**config.mk**
```make
export PLATFORM = sky130hd
export DESIGN_NAME = pwd_guard
export DESIGN_NICKNAME = d
export VERILOG_FILES = /design/src/rtl/pwg_pkg.sv /design/src/rtl/pwg_store.sv /design/src/rtl/pwg_compare.sv /design/src/rtl/pwg_retry.sv /design/src/rtl/pwg_nvtimer.sv /design/src/rtl/pwd_guard.sv
export SDC_FILE = /design/constraint.sdc
export NUM_CORES = 1
export LEC_CHECK = 0
export BUFFER_PORTS_ARGS = -buffer_cell sky130_fd_sc_hd__clkbuf_2
export CAP_MARGIN = 20
export CORE_MARGIN = 5
export CORE_UTILIZATION = 54
export CTS_BUF_LIST = sky130_fd_sc_hd__clkbuf_8 sky130_fd_sc_hd__clkbuf_16
export DETAILED_ROUTE_END_ITERATION = 6
export PLACE_DENSITY_LB_ADDON = 0.2
export SLEW_MARGIN = 20
export SYNTH_ARGS = -nofsm -noshare
export SYNTH_HDL_FRONTEND = slang
export SYNTH_SLANG_ARGS = --single-unit
```
**constraint.sdc**
```tcl
create_clock -name clk -period 5.9 [get_ports clk]
set_input_delay 1.18 -clock clk [delete_from_list [all_inputs] [get_ports clk]]
set_output_delay 1.18 -clock clk [all_outputs]
set_load 0.01 [all_outputs]
```
**src/rtl/pwg_pkg.sv**
```systemverilog
package pwg_pkg;
    localparam int unsigned PWG_BYTE_W      = 8;
    localparam int unsigned PWG_BYTES       = 8;
    localparam int unsigned PWG_RETRY_LIMIT = 8;
    localparam logic [7:0]  PWG_POLL_CODE   = 8'h55;

    typedef enum logic {
        SEL_READ  = 1'b0,
        SEL_WRITE = 1'b1
    } pw_sel_e;
endpackage

```
**src/rtl/pwg_store.sv**
```systemverilog
// Register model of the two stored passwords, wiped together on request.
module pwg_store
    import pwg_pkg::*;
#(
    parameter int unsigned     PW_W    = 64,
    parameter logic [PW_W-1:0] RD_INIT = '0,
    parameter logic [PW_W-1:0] WR_INIT = '0
) (
    input  logic            clk,
    input  logic            rst_n,
    input  logic            wipe_i,
    input  pw_sel_e         sel_i,
    output logic [PW_W-1:0] pw_o
);
    localparam int unsigned SLOTS = 2;

    logic [PW_W-1:0] slot_val [SLOTS];

    for (genvar s = 0; s < SLOTS; s++) begin : g_slot
        localparam logic [PW_W-1:0] INIT = (s == 0) ? RD_INIT : WR_INIT;
        logic [PW_W-1:0] pw_d, pw_q;

        always_comb begin
            pw_d = pw_q;
            if (wipe_i) pw_d = '0;
        end

        always_ff @(posedge clk or negedge rst_n) begin
            if (!rst_n) pw_q <= INIT;
            else        pw_q <= pw_d;
        end

        assign slot_val[s] = pw_q;
    end

    assign pw_o = (sel_i == SEL_WRITE) ? slot_val[1] : slot_val[0];
endmodule

```
**src/rtl/pwg_compare.sv**
```systemverilog
// Byte-serial comparison into a running match flag with an exact byte count.
module pwg_compare #(
    parameter int unsigned BYTES  = 8,
    parameter int unsigned BYTE_W = 8
) (
    input  logic                    clk,
    input  logic                    rst_n,
    input  logic                    restart_i,
    input  logic                    byte_vld_i,
    input  logic [BYTE_W-1:0]       byte_i,
    input  logic [BYTES*BYTE_W-1:0] ref_pw_i,
    output logic                    match_o
);
    localparam int unsigned CNT_W = $clog2(BYTES + 1);
    localparam int unsigned IDX_W = (BYTES > 1) ? $clog2(BYTES) : 1;
    localparam logic [CNT_W-1:0] FULL = CNT_W'(BYTES);

    typedef struct packed {
        logic [CNT_W-1:0] cnt;
        logic             same;
        logic             extra;
    } cmp_t;

    cmp_t d, q;
    logic [BYTE_W-1:0] ref_byte [BYTES];

    // first byte on the wire is the most significant byte
    for (genvar b = 0; b < BYTES; b++) begin : g_split
        assign ref_byte[b] = ref_pw_i[(BYTES-1-b)*BYTE_W +: BYTE_W];
    end

    always_comb begin
        d = q;
        if (restart_i) begin
            d.cnt   = '0;
            d.same  = 1'b1;
            d.extra = 1'b0;
        end else if (byte_vld_i) begin
            if (q.cnt == FULL) begin
                d.extra = 1'b1;
            end else begin
                if (byte_i != ref_byte[q.cnt[IDX_W-1:0]]) d.same = 1'b0;
                d.cnt = q.cnt + 1'b1;
            end
        end
    end

    always_ff @(posedge clk or negedge rst_n) begin
        if (!rst_n) begin
            q.cnt   <= '0;
            q.same  <= 1'b1;
            q.extra <= 1'b0;
        end else begin
            q <= d;
        end
    end

    assign match_o = (q.cnt == FULL) && q.same && !q.extra;
endmodule

```
**src/rtl/pwg_retry.sv**
```systemverilog
// Failure counter; reaching the limit holds one cycle as the erase request.
module pwg_retry #(
    parameter int unsigned LIMIT = 8
) (
    input  logic clk,
    input  logic rst_n,
    input  logic fail_i,
    input  logic pass_i,
    output logic erase_o
);
    localparam int unsigned CNT_W = $clog2(LIMIT + 1);
    localparam logic [CNT_W-1:0] TOP = CNT_W'(LIMIT);

    logic [CNT_W-1:0] cnt_d, cnt_q;

    always_comb begin
        cnt_d = cnt_q;
        if (cnt_q == TOP)  cnt_d = '0;
        else if (pass_i)   cnt_d = '0;
        else if (fail_i)   cnt_d = cnt_q + 1'b1;
    end

    always_ff @(posedge clk or negedge rst_n) begin
        if (!rst_n) cnt_q <= '0;
        else        cnt_q <= cnt_d;
    end

    assign erase_o = (cnt_q == TOP);
endmodule

```
**src/rtl/pwg_nvtimer.sv**
```systemverilog
// Forced write-cycle window: minimum length in clocks, then wait for done.
module pwg_nvtimer #(
    parameter int unsigned NV_CYCLES = 500000
) (
    input  logic clk,
    input  logic rst_n,
    input  logic start_i,
    input  logic done_i,
    output logic busy_o,
    output logic req_o
);
    localparam int unsigned TW = $clog2(NV_CYCLES + 1);
    localparam logic [TW-1:0] LAST = TW'(NV_CYCLES - 1);

    typedef struct packed {
        logic          busy;
        logic          req;
        logic [TW-1:0] tmr;
    } nv_t;

    nv_t d, q;

    always_comb begin
        d     = q;
        d.req = 1'b0;
        if (start_i && !q.busy) begin
            d.busy = 1'b1;
            d.req  = 1'b1;
            d.tmr  = '0;
        end else if (q.busy) begin
            if (q.tmr >= LAST && done_i) d.busy = 1'b0;
            else if (q.tmr < LAST)       d.tmr  = q.tmr + 1'b1;
        end
    end

    always_ff @(posedge clk or negedge rst_n) begin
        if (!rst_n) q <= '0;
        else        q <= d;
    end

    assign busy_o = q.busy;
    assign req_o  = q.req;
endmodule

```
**src/rtl/pwd_guard.sv**
```systemverilog
module pwd_guard
    import pwg_pkg::*;
#(
    parameter int unsigned BYTE_W      = PWG_BYTE_W,
    parameter int unsigned PW_BYTES    = PWG_BYTES,
    parameter int unsigned RETRY_LIMIT = PWG_RETRY_LIMIT,
    parameter int unsigned NV_CYCLES   = 500000,
    parameter logic [BYTE_W-1:0] POLL_CODE = BYTE_W'(PWG_POLL_CODE),
    parameter logic [PW_BYTES*BYTE_W-1:0] RD_INIT = '0,
    parameter logic [PW_BYTES*BYTE_W-1:0] WR_INIT = '0
) (
    input  logic              clk,
    input  logic              rst_n,
    input  logic              txn_start,
    input  logic              txn_stop,
    input  logic              sel_write,
    input  logic              pw_valid,
    input  logic [BYTE_W-1:0] pw_byte,
    input  logic              pw_done,
    input  logic              poll_valid,
    input  logic [BYTE_W-1:0] poll_code,
    input  logic              nv_done,
    output logic              grant,
    output logic              poll_rsp,
    output logic              poll_ack,
    output logic              erase_req,
    output logic              nv_req
);
    localparam int unsigned PW_W = PW_BYTES * BYTE_W;

    typedef struct packed {
        pw_sel_e sel;
        logic    ok;
        logic    tried;
        logic    grant;
        logic    rsp;
        logic    ack;
    } ctl_t;

    ctl_t d, q;

    logic            nv_busy;
    logic            wiping;
    logic            gate;
    logic            take_byte;
    logic            finish;
    logic            verdict;
    logic            restart;
    logic [PW_W-1:0] ref_pw;

    assign gate      = !nv_busy && !wiping && !txn_start && !txn_stop;
    assign take_byte = gate && pw_valid && !pw_done;
    assign finish    = gate && pw_done;
    assign restart   = txn_start || txn_stop || finish;

    pwg_store #(
        .PW_W    (PW_W),
        .RD_INIT (RD_INIT),
        .WR_INIT (WR_INIT)
    ) u_store (
        .clk    (clk),
        .rst_n  (rst_n),
        .wipe_i (wiping),
        .sel_i  (q.sel),
        .pw_o   (ref_pw)
    );

    pwg_compare #(
        .BYTES  (PW_BYTES),
        .BYTE_W (BYTE_W)
    ) u_cmp (
        .clk        (clk),
        .rst_n      (rst_n),
        .restart_i  (restart),
        .byte_vld_i (take_byte),
        .byte_i     (pw_byte),
        .ref_pw_i   (ref_pw),
        .match_o    (verdict)
    );

    pwg_retry #(
        .LIMIT (RETRY_LIMIT)
    ) u_retry (
        .clk     (clk),
        .rst_n   (rst_n),
        .fail_i  (finish && !verdict),
        .pass_i  (finish && verdict),
        .erase_o (wiping)
    );

    pwg_nvtimer #(
        .NV_CYCLES (NV_CYCLES)
    ) u_nv (
        .clk     (clk),
        .rst_n   (rst_n),
        .start_i (finish),
        .done_i  (nv_done),
        .busy_o  (nv_busy),
        .req_o   (nv_req)
    );

    always_comb begin
        d     = q;
        d.rsp = 1'b0;
        d.ack = 1'b0;
        if (finish) begin
            d.ok    = verdict;
            d.tried = 1'b1;
        end
        if (poll_valid) begin
            d.rsp = 1'b1;
            d.ack = (poll_code == POLL_CODE) && !nv_busy && q.ok && q.tried;
        end
        if (d.ack) d.grant = 1'b1;
        if (txn_start) begin
            d.sel   = sel_write ? SEL_WRITE : SEL_READ;
            d.grant = 1'b0;
        end else if (txn_stop) begin
            d.grant = 1'b0;
        end
    end

    always_ff @(posedge clk or negedge rst_n) begin
        if (!rst_n) begin
            q.sel   <= SEL_READ;
            q.ok    <= 1'b0;
            q.tried <= 1'b0;
            q.grant <= 1'b0;
            q.rsp   <= 1'b0;
            q.ack   <= 1'b0;
        end else begin
            q <= d;
        end
    end

    assign grant     = q.grant;
    assign poll_rsp  = q.rsp;
    assign poll_ack  = q.ack;
    assign erase_req = wiping;
endmodule

```
==> reports/results.ini <==
[status]
status = completed

[cts]
clock_latency_ns = 0.29
post_cts_resized = 0
clk_pin_slew_worst_paths_ns = 0.08
cts.sinks = 36
ctsLongestPathBuffers = 2
cts_made_buffers = 5
cts_hold_buf = 0
cts_tree = built
postCtsSetupRepairBufs = 0
cts_root_buf = clkbuf_8
cts_htree_levels = 2

[die]
initial_utilization_pct = 55.5
core_area_um2 = 3660
num_rows = 22
die-height_um = 71.4
dieArea_um2 = 5090
pin_count = 30
fp.dieW_um = 71.4

[routing]
drc = 0
dr.pass1.iters = 4
vias = 1640
met3WireLength_um = 197
via_per_inst = 5.80
wl_um = 3910
postRouteAntennaNets = 0
wl_met2_um = 1760
met1_length_um = 1900
dr.first_iter.drc_count = 88
top_layer = met4
wl_per_cell_um = 13.8

[sta]
fin_setup_tns_ns = 0
max_freq_mhz = 355
max_slew.worst_pin.slew_ns = 0.860
grt_setup_unrepaired = no
period_minus_slack_ns = 2.82
drv_slew = 0
finalSetupViolations = 0
hold_slack_ns = 0.482
skew_ns = 0.00975
finalHoldViolations = 0
slew_headroom_pct = 42.6
fin_crit_sh_pct = 47.7

[power_and_ir_drop]
p_sw_w = 0.000192
leakagePower_nw = 1.01
ir_drop_mv = 0.137
p_sw_share_pct = 29.4
p_per_area_nw_per_um2 = 287
seqPwrFrac_pct = 49.7
clock_power_share_pct = 32.3
power.internal_w = 0.000461
comb_power_share_pct = 17.9

[setup_path]
crit_family = simple AND/OR/NAND/NOR gates
slowest_delay_ns = 0.60
critPathCaptureType = register
rrSetupSlack_ns = 3.08
cp_slowest_cell = or4_4
required_ns = 6.08
crit_cells = 5
worstSetupStartpointType = register
worst_ep_arrival_time_ns = 2.99
path_cells = or4_1, or4_4, o22ai_4, nor2_2, a221o_2
criticalPathCategory = register to register
r2r_cells = 5
crit_fanout = 18
path_buf_inv = 0

[grt]
grt_use_total_pct = 16.8
grt_start_max_net_pins = 37
gr-total-overflow = 0
grt_pass1_wl_um = 7040
first_global_vias = 1600
antenna_found_initial = 0

[cells_and_area]
seq_area_um2 = 902
stdcell_count = 283
layout.nets = 264
n_antenna_cell = 0
drive_above_1_share_pct = 21.3
fill_cells = 291
area_growth_pct = 12.2
multi_input_area_um2 = 1040

[synthesis]
seq_area_frac_synth_pct = 44.4
synthCells = 210
synthMostInstantiatedCell = dfrtp_1
ys.flop_type = dfrtp_1
yosysTopAreaCellShare_pct = 43.1
synthesis.area_um2 = 2030
synth_seq_cells = 36
async_flop_share_pct = 100
avgSynthCellArea_um2 = 9.68
yosys_warnings = 0
yosys.area.top_type = dfrtp_1
netlist_top_cells_count = 35 x dfrtp_1, 23 x nand2_1, 15 x nor3_1
synth_nets = 240
yosysUniqueCellTypes = 52
ys_top_cells_by_area = dfrtp_1 43%, nand2_1 4.2%, nor3_1 3.7%, a221o_1 3.4%, mux2i_1 3.4%
synth_edf_count = 0

[hold_path]
hold_depth = 1
hp-class = register to register

[placed_design]
io_buffers = 28
gp_congestion = 0.851
dp_cells = 275
dp_hpwl_um = 2840

[run]
maxCapViolations = 0

-- cell families after synthesis --
family	share of synthesized area, %
AOI/OAI and AO/OA	14.6
xor gates and xnor gates	1.72
adders and majority gates	3.08
muxes	4.00
and+or+nand+nor	27.8
buffers and inverters	4.43
DFF	44.4
-- through the flow --
stage	power (W)	instance area [um^2]	utilization, %	setup WS (ns)
6_report	0.000654	2280	62.3	3.08
4_1_cts	0.000661	2280	62.3	3.09
3_3_place_gp	0.000444	2170	59.3	2.96
5_1_grt	0.000695	2280	62.3	2.95
3_5_place_dp	0.000448	2170	59.3	2.96
2_1_floorplan	0.000412	2030	-	3.43
-- power by group through the flow --
| stage | logic (W) | clock network (W) | registers (W) |
|---|---|---|---|
| after CTS | 0.000119 | 0.000218 | 0.000324 |
| final | 0.000117 | 0.000211 | 0.000325 |
| after global placement | 0.000116 | 0 | 0.000328 |
| after detailed placement | 0.000119 | 0 | 0.000329 |
| after global routing | 0.000136 | 0.000228 | 0.000330 |
| after floorplan | 0.0000968 | 0 | 0.000315 |
-- sequential cells by signal, indices dropped and copies added, names as in the netlist --
register / cells
u_retry.cnt_q: 4
q: 2
u_nv.req_o: 1
u_cmp.q: 6
u_nv.q: 19
u_nv.busy_o: 1
poll_rsp: 1
grant: 1
poll_ack: 1
-- cells in the final DEF, fill, tap and decap left out, drive strengths merged, types with 4 or more instances in the layout --
master and count:
and4 6, a221o 8, clkbuf 33, o21a 4, ha 5, inv 6
o21ai 10, a21oi 4, nor2 12, nand3 13, nor4 5, nand4 4
nor3 15, mux2i 7, nand2 23, dfrtp 35
-- final timing paths --
check / start / endpoint
max in group asynchronous: rst_n / u_nv.q[16]
worst max-delay path: u_nv.q[12] / u_nv.q[12]
worst min register to register: q[3] / q[3]
worst max register to register: u_nv.q[12] / u_nv.q[12]
min in group asynchronous: rst_n / poll_ack
worst min-delay path: q[3] / q[3]
-- per-layer routing --
metal	up-vias	track usage, %
li1	827	-
met3	7	3.23
met1	770	22.2
met2	36	27.2
met4	0	6.89
met5	-	0
-- cell type report --
type                       count  area share, %
inverter                       7           1.15
sequential                    36           39.6
tap                           48           2.63
multi-input combinational    156           45.6
clock inverter                 3           1.87
clock buffer                   5           3.02
timing repair buffer          28           6.14
Power figures use the tool's default switching activity.
